==> src/rtl/dmem_pkg.sv <==
package dmem_pkg;

    parameter int unsigned WORD_BITS = 32;
    parameter int unsigned BYTE_BITS = 8;
    parameter int unsigned LANES     = WORD_BITS / BYTE_BITS;

    typedef enum logic {
        SZ_BYTE = 1'b0,
        SZ_WORD = 1'b1
    } acc_size_e;

    typedef struct packed {
        logic [WORD_BITS-1:0] rdata;
        logic                 misalign;
    } port_state_t;

endpackage

==> src/rtl/dmem_align_chk.sv <==
module dmem_align_chk
    import dmem_pkg::*;
#(
    parameter int unsigned LANE_W = 2
) (
    input  logic [LANE_W-1:0] lane_i,
    input  acc_size_e         size_i,
    input  logic              access_i,
    output logic              misaligned_o
);

    // Only full-word accesses carry an alignment constraint.
    always_comb begin
        misaligned_o = 1'b0;
        if (access_i && (size_i == SZ_WORD)) begin
            misaligned_o = (lane_i != '0);
        end
    end

endmodule

==> src/rtl/dmem_lane_sel.sv <==
module dmem_lane_sel
    import dmem_pkg::*;
#(
    parameter int unsigned LANE_W = 2
) (
    input  logic [WORD_BITS-1:0] word_i,
    input  logic [LANE_W-1:0]    lane_i,
    input  acc_size_e            size_i,
    output logic [WORD_BITS-1:0] data_o
);

    logic [BYTE_BITS-1:0] lane_bytes [LANES];
    logic [BYTE_BITS-1:0] picked;

    // Lane 0 is the most significant byte of the stored word.
    for (genvar g = 0; g < LANES; g++) begin : g_lane
        assign lane_bytes[g] = word_i[WORD_BITS-1-g*BYTE_BITS -: BYTE_BITS];
    end

    assign picked = lane_bytes[lane_i];

    always_comb begin
        if (size_i == SZ_WORD) begin
            data_o = word_i;
        end else begin
            data_o = {{(WORD_BITS-BYTE_BITS){picked[BYTE_BITS-1]}}, picked};
        end
    end

endmodule

==> src/rtl/dmem_lane_merge.sv <==
module dmem_lane_merge
    import dmem_pkg::*;
#(
    parameter int unsigned LANE_W = 2
) (
    input  logic [WORD_BITS-1:0] old_i,
    input  logic [WORD_BITS-1:0] new_i,
    input  logic [LANE_W-1:0]    lane_i,
    input  acc_size_e            size_i,
    output logic [WORD_BITS-1:0] word_o
);

    for (genvar g = 0; g < LANES; g++) begin : g_merge
        localparam int unsigned HI = WORD_BITS - 1 - g * BYTE_BITS;
        logic hit;
        assign hit = (size_i == SZ_WORD) || (lane_i == LANE_W'(g));
        always_comb begin
            if (!hit) begin
                word_o[HI -: BYTE_BITS] = old_i[HI -: BYTE_BITS];
            end else if (size_i == SZ_WORD) begin
                word_o[HI -: BYTE_BITS] = new_i[HI -: BYTE_BITS];
            end else begin
                word_o[HI -: BYTE_BITS] = new_i[BYTE_BITS-1:0];
            end
        end
    end

endmodule

==> src/rtl/byte_word_dmem.sv <==
module byte_word_dmem
    import dmem_pkg::*;
#(
    parameter int unsigned DEPTH_WORDS = 64,
    parameter int unsigned ADDR_W      = 32
) (
    input  logic                 clk,
    input  logic                 rst_n,
    input  logic [ADDR_W-1:0]    addr_i,
    input  logic [WORD_BITS-1:0] wdata_i,
    input  logic                 size_i,
    input  logic                 rd_i,
    input  logic                 wr_i,
    output logic [WORD_BITS-1:0] rdata_o,
    output logic                 misalign_o
);

    localparam int unsigned LANE_W = $clog2(LANES);
    localparam int unsigned IDX_W  = $clog2(DEPTH_WORDS);
    localparam int unsigned IDX_LO = LANE_W;
    localparam int unsigned IDX_HI = LANE_W + IDX_W - 1;

    acc_size_e            size_c;
    logic [LANE_W-1:0]    lane_c;
    logic [IDX_W-1:0]     idx_c;
    logic                 misal_c;
    logic [WORD_BITS-1:0] cur_word;
    logic [WORD_BITS-1:0] load_val;
    logic [WORD_BITS-1:0] merged;
    logic                 unused_addr_hi;

    logic [WORD_BITS-1:0] mem_q [DEPTH_WORDS];
    port_state_t          st_d, st_q;
    logic                 wr_en_d;

    assign size_c         = acc_size_e'(size_i);
    assign lane_c         = addr_i[LANE_W-1:0];
    assign idx_c          = addr_i[IDX_HI:IDX_LO];
    assign unused_addr_hi = ^addr_i[ADDR_W-1:IDX_HI+1];
    assign cur_word       = mem_q[idx_c];

    dmem_align_chk #(.LANE_W(LANE_W)) align_i (
        .lane_i       (lane_c),
        .size_i       (size_c),
        .access_i     (rd_i | wr_i),
        .misaligned_o (misal_c)
    );

    dmem_lane_sel #(.LANE_W(LANE_W)) sel_i (
        .word_i (cur_word),
        .lane_i (lane_c),
        .size_i (size_c),
        .data_o (load_val)
    );

    dmem_lane_merge #(.LANE_W(LANE_W)) merge_i (
        .old_i  (cur_word),
        .new_i  (wdata_i),
        .lane_i (lane_c),
        .size_i (size_c),
        .word_o (merged)
    );

    // Next-state computation: read sees pre-write contents.
    always_comb begin
        st_d          = st_q;
        st_d.misalign = misal_c;
        if (rd_i && !misal_c) begin
            st_d.rdata = load_val;
        end
        wr_en_d = wr_i && !misal_c;
    end

    always_ff @(posedge clk) begin
        if (!rst_n) begin
            st_q <= '0;
        end else begin
            st_q <= st_d;
        end
    end

    always_ff @(posedge clk) begin
        if (!rst_n) begin
            for (int i = 0; i < DEPTH_WORDS; i++) begin
                mem_q[i] <= '0;
            end
        end else if (wr_en_d) begin
            mem_q[idx_c] <= merged;
        end
    end

    assign rdata_o    = st_q.rdata;
    assign misalign_o = st_q.misalign;

    AST_MISALIGN_FLAG: assert property (@(posedge clk) disable iff (!rst_n)
        ((rd_i || wr_i) && size_i && (addr_i[1:0] != 2'b00)) |=> misalign_o);

    AST_MISALIGN_RD_HOLD: assert property (@(posedge clk) disable iff (!rst_n)
        (rd_i && size_i && (addr_i[1:0] != 2'b00)) |=> $stable(rdata_o));

    AST_BYTE_NO_ERR: assert property (@(posedge clk) disable iff (!rst_n)
        (!size_i || !(rd_i || wr_i)) |=> !misalign_o);

    AST_RD_IDLE_HOLD: assert property (@(posedge clk) disable iff (!rst_n)
        (!rd_i) |=> $stable(rdata_o));

    AST_BYTE_SEXT: assert property (@(posedge clk) disable iff (!rst_n)
        (rd_i && !size_i) |=> (rdata_o[31:8] == {24{rdata_o[7]}}));

endmodule

==> config.mk <==
export PLATFORM = sky130hd
export DESIGN_NAME = byte_word_dmem
export DESIGN_NICKNAME = d
export VERILOG_FILES = /design/src/rtl/dmem_pkg.sv /design/src/rtl/dmem_align_chk.sv /design/src/rtl/dmem_lane_sel.sv /design/src/rtl/dmem_lane_merge.sv /design/src/rtl/byte_word_dmem.sv
export SDC_FILE = /design/constraint.sdc
export NUM_CORES = 2
export LEC_CHECK = 0
export ABC_AREA = 1
export BUFFER_PORTS_ARGS = -buffer_cell sky130_fd_sc_hd__buf_2
export CORE_ASPECT_RATIO = 1.2
export CORE_UTILIZATION = 40
export DETAILED_ROUTE_END_ITERATION = 6
export GPL_TIMING_DRIVEN = 0
export HOLD_SLACK_MARGIN = 0.05
export REMOVE_ABC_BUFFERS = 1
export SYNTH_ARGS = -nofsm -noshare
export SYNTH_HDL_FRONTEND = slang
export SYNTH_HIERARCHICAL = 1
export SYNTH_SLANG_ARGS = --single-unit
==> constraint.sdc <==
create_clock -name clk -period 4.09 [get_ports clk]
set_input_delay 1.227 -clock clk [delete_from_list [all_inputs] [get_ports clk]]
set_output_delay 1.227 -clock clk [all_outputs]
set_load 0.01 [all_outputs]
==> results.json <==
{
  "status": "complete, but fails checks",
  "violations": "design-rule violations, negative setup slack",
  "clk_pin_slew_worst_paths_ns": 0.06,
  "cp.arrival_ns": 4.84,
  "worst_ir_drop_vdd_uv": 341,
  "grt_antenna_before_repair": 12,
  "cts_buffers": 210,
  "setup.worst_path.class": "input port to register",
  "post-dp-hpwl_um": 197000,
  "syn_inst": 11415,
  "die_y_um": 544,
  "hold_violations": 0,
  "cts_tree": "done",
  "tns_ns": -22.80,
  "grt_pass1_wl_um": 529000,
  "cts_num_sinks": 2081,
  "place_congestion": 0.960,
  "syn_area_sq_mm": 0.0978,
  "finClkSkew_ns": 0.0811,
  "drive_gt1_share_pct": 9.07,
  "cts_buffer_depth": 4,
  "placed_cells": 14015,
  "pin_count": 102,
  "power.density_mw_per_mm2": 433,
  "r2r_slack_ns": 1.23,
  "routed_wl_um": 388000,
  "grt_pass1_vias": 74003,
  "cap_violations": 0,
  "root_buffer": "clkbuf_16",
  "ys_top_cells_by_area": "edfxtp_1 (63%), nand2_1 (23%), nor2_1 (8.4%)",
  "drt_iter0_drc": 10748,
  "grt_usage_pct": 30.0,
  "first_pass_iters": 7,
  "yosysMostFrequentCell": "nand2_1",
  "crit_start": "addr_i[3]",
  "hold_slack_ns": 0.518,
  "seq_area_frac_synth_pct": 63.6,
  "ys_ff_latch": 2081,
  "cts_htree_levels": 4,
  "regToRegEndpoint": "mem_q[35][14]",
  "finalNetCount": 11265,
  "grt_overflow": 0,
  "crit-reg2reg-launch": "mem_q[27][14]",
  "place_ws_ns": -4.47,
  "cp_slowest_stage_delay_ns": 0.25,
  "dieArea_sq_mm": 0.246,
  "tightestPinTransition_ns": 1.15,
  "die_w_um": 453,
  "fin_crit_ns": 4.24,
  "hold_buffers": 0,
  "fmaxAchievable_mhz": 236,
  "syn_avg_cell_area_sq_um": 8.56,
  "port_buffers": 77,
  "rsz0062_at_grt": "yes",
  "grt_max_degree": 143,
  "core_area_sq_mm": 0.243,
  "synth_top_area_share_pct": 62.9,
  "yosysTopAreaCell": "edfxtp_1",
  "synth_edf_count": 2048,
  "cp.required_ns": 4.69,
  "drcViolationCount": 17,
  "synthDistinctLibCells": 26,
  "p_leak_uw": 0.0511,
  "clock_latency_ns": 0.93,
  "hold_depth": 2,
  "async_flop_share_pct": 0,
  "fin_crit_sh_pct": 104,
  "startpoint_type": "input port",
  "yosys_warnings": 6,
  "finalSetupViolCount": 654,
  "via_per_inst": 5.52,
  "ant_nets": 0,
  "num_rows": 198,
  "initial_core_util_pct": 40.3,
  "detail_route.wl_per_cell_um": 26.6,
  "worst_setup_path_end_kind": "register",
  "synthFlopType": "edfxtp_1",
  "p_total_uw": 49500,
  "vias": 80393,
  "area_delta_synth_final_pct": 17.1,
  "relSlewSlack_pct": 23.0,
  "slew_viol_final": 0,
  "netlist_top_cells_count": "nand2_1 (6071), nor2_1 (2195), edfxtp_1 (2048)",
  "cp_max_fo": 54,
  "final_cells": 14567,
  "whs_endpoint": "rdata_o[12]",
  "setup_ws_ns": -0.149,
  "critical-path-slowest-cell": "buf_16",
  "path_common_cell": "buf_16",
  "hp-start": "rdata_o[12]",
  "crit_chain": "buf_16 > buf_16 > buf_16 > inv_12 > buf_16 > buf_16 > nand2_1 > nand2_1 > nand2_1 > nand2_1 > nand2_2 > nand2_1 > nor2_2 > nand2_2 > nand3_1 > nand2_4 > inv_16 > buf_16 > nor2_1",
  "hold_class": "register to register",
  "reg2reg_depth": 15
}
layout make-up:
cell class | count | area, sq um
multi-input cells | 8414 | 33700
repair inverters | 17 | 166
fillers | 22371 | 128000
repair buffers | 388 | 7230
diodes | 8 | 20.0
well taps | 3200 | 4000
inverters | 84 | 821
flip-flops and latches | 2081 | 62200
clock inverters | 95 | 759
clock buffers | 280 | 5650
flip-flops by register name, indices dropped and copies added (netlist names):
name,count
misalign_o,1
rdata_o,32
mem_q,2048
metrics by stage:
step / cell area, sq um / util, %
CTS: 114000 / 46.8
detailed placement: 103000 / 42.4
floorplan: 94400 / -
global placement: 98800 / 40.7
global route: 114000 / 47.2
finish: 114000 / 47.2
worst max-delay path by stage:
stage	endpoint	slack [ns]
2_1_floorplan	mem_q[15][0]	-15.87
3_3_place_gp	mem_q[31][10]	-144.76
3_5_place_dp	mem_q[47][30]	-4.47
4_1_cts	mem_q[2][6]	-0.13
5_1_grt	mem_q[22][13]	-0.01
6_report	mem_q[35][14]	-0.15
power breakdown:
part | switching [uW] | total, uW | internal (uW)
sequential | 212 | 24300 | 24100
clock | 8420 | 18800 | 10400
combinational | 4810 | 6470 | 1660
total | 13400 | 49500 | 36100
cell families (layout without fill, tap and decap cells):
| logic type | count (synthesis) | count (layout) | synth area share (%) |
|---|---|---|---|
| AO/OA/AOI/OAI | 45 | 45 | 0.243 |
| AND/OR/NAND/NOR | 8362 | 8369 | 32.4 |
| flip-flops | 2081 | 2081 | 63.6 |
| buffers and inverters | 927 | 864 | 3.78 |
| other | 0 | 8 | 0 |
critical path, delay by kind of cell:
family,cells,cell delay [ns]
and+or+nand+nor,11,1.70
buffers and inverters,8,1.48
per-layer routing:
| layer | wire (um) | global-route usage [%] | vias up | share of wire (%) |
|---|---|---|---|---|
| met5 | 13 | 0 | - | 0.0034 |
| met4 | 39400 | 26.9 | 2 | 10 |
| met3 | 41900 | 5.85 | 1106 | 11 |
| li1 | - | - | 35469 | - |
| met1 | 131000 | 35.2 | 38788 | 34 |
| met2 | 176000 | 46.9 | 5028 | 45 |
cells in the final DEF (no fill, tap or decap), drive strengths merged:
| cell type | n |
|---|---|
| clkbuf | 295 |
| nor3 | 15 |
| or2 | 6 |
| inv | 90 |
| o211ai | 5 |
| nand3 | 51 |
| nor2 | 2196 |
| edfxtp | 2048 |
| clkinv | 82 |
| buf | 318 |
| nor4 | 5 |
| o21ai | 40 |
| bufinv | 22 |
| bufbuf | 55 |
| dfxtp | 33 |
| clkinvlp | 2 |
| diode | 8 |
| nand2 | 6096 |
timing repair:
| item | 4_1_cts | 5_1_grt |
|---|---|---|
| endpoints found under the setup margin | 4098 | 2113 |
| gates resized for setup | 355 | 102 |
| pin swaps | 37 | 6 |
| setup buffers | 57 | 8 |
| gates cloned | 86 | 21 |
Power figures use the tool's default switching activity.
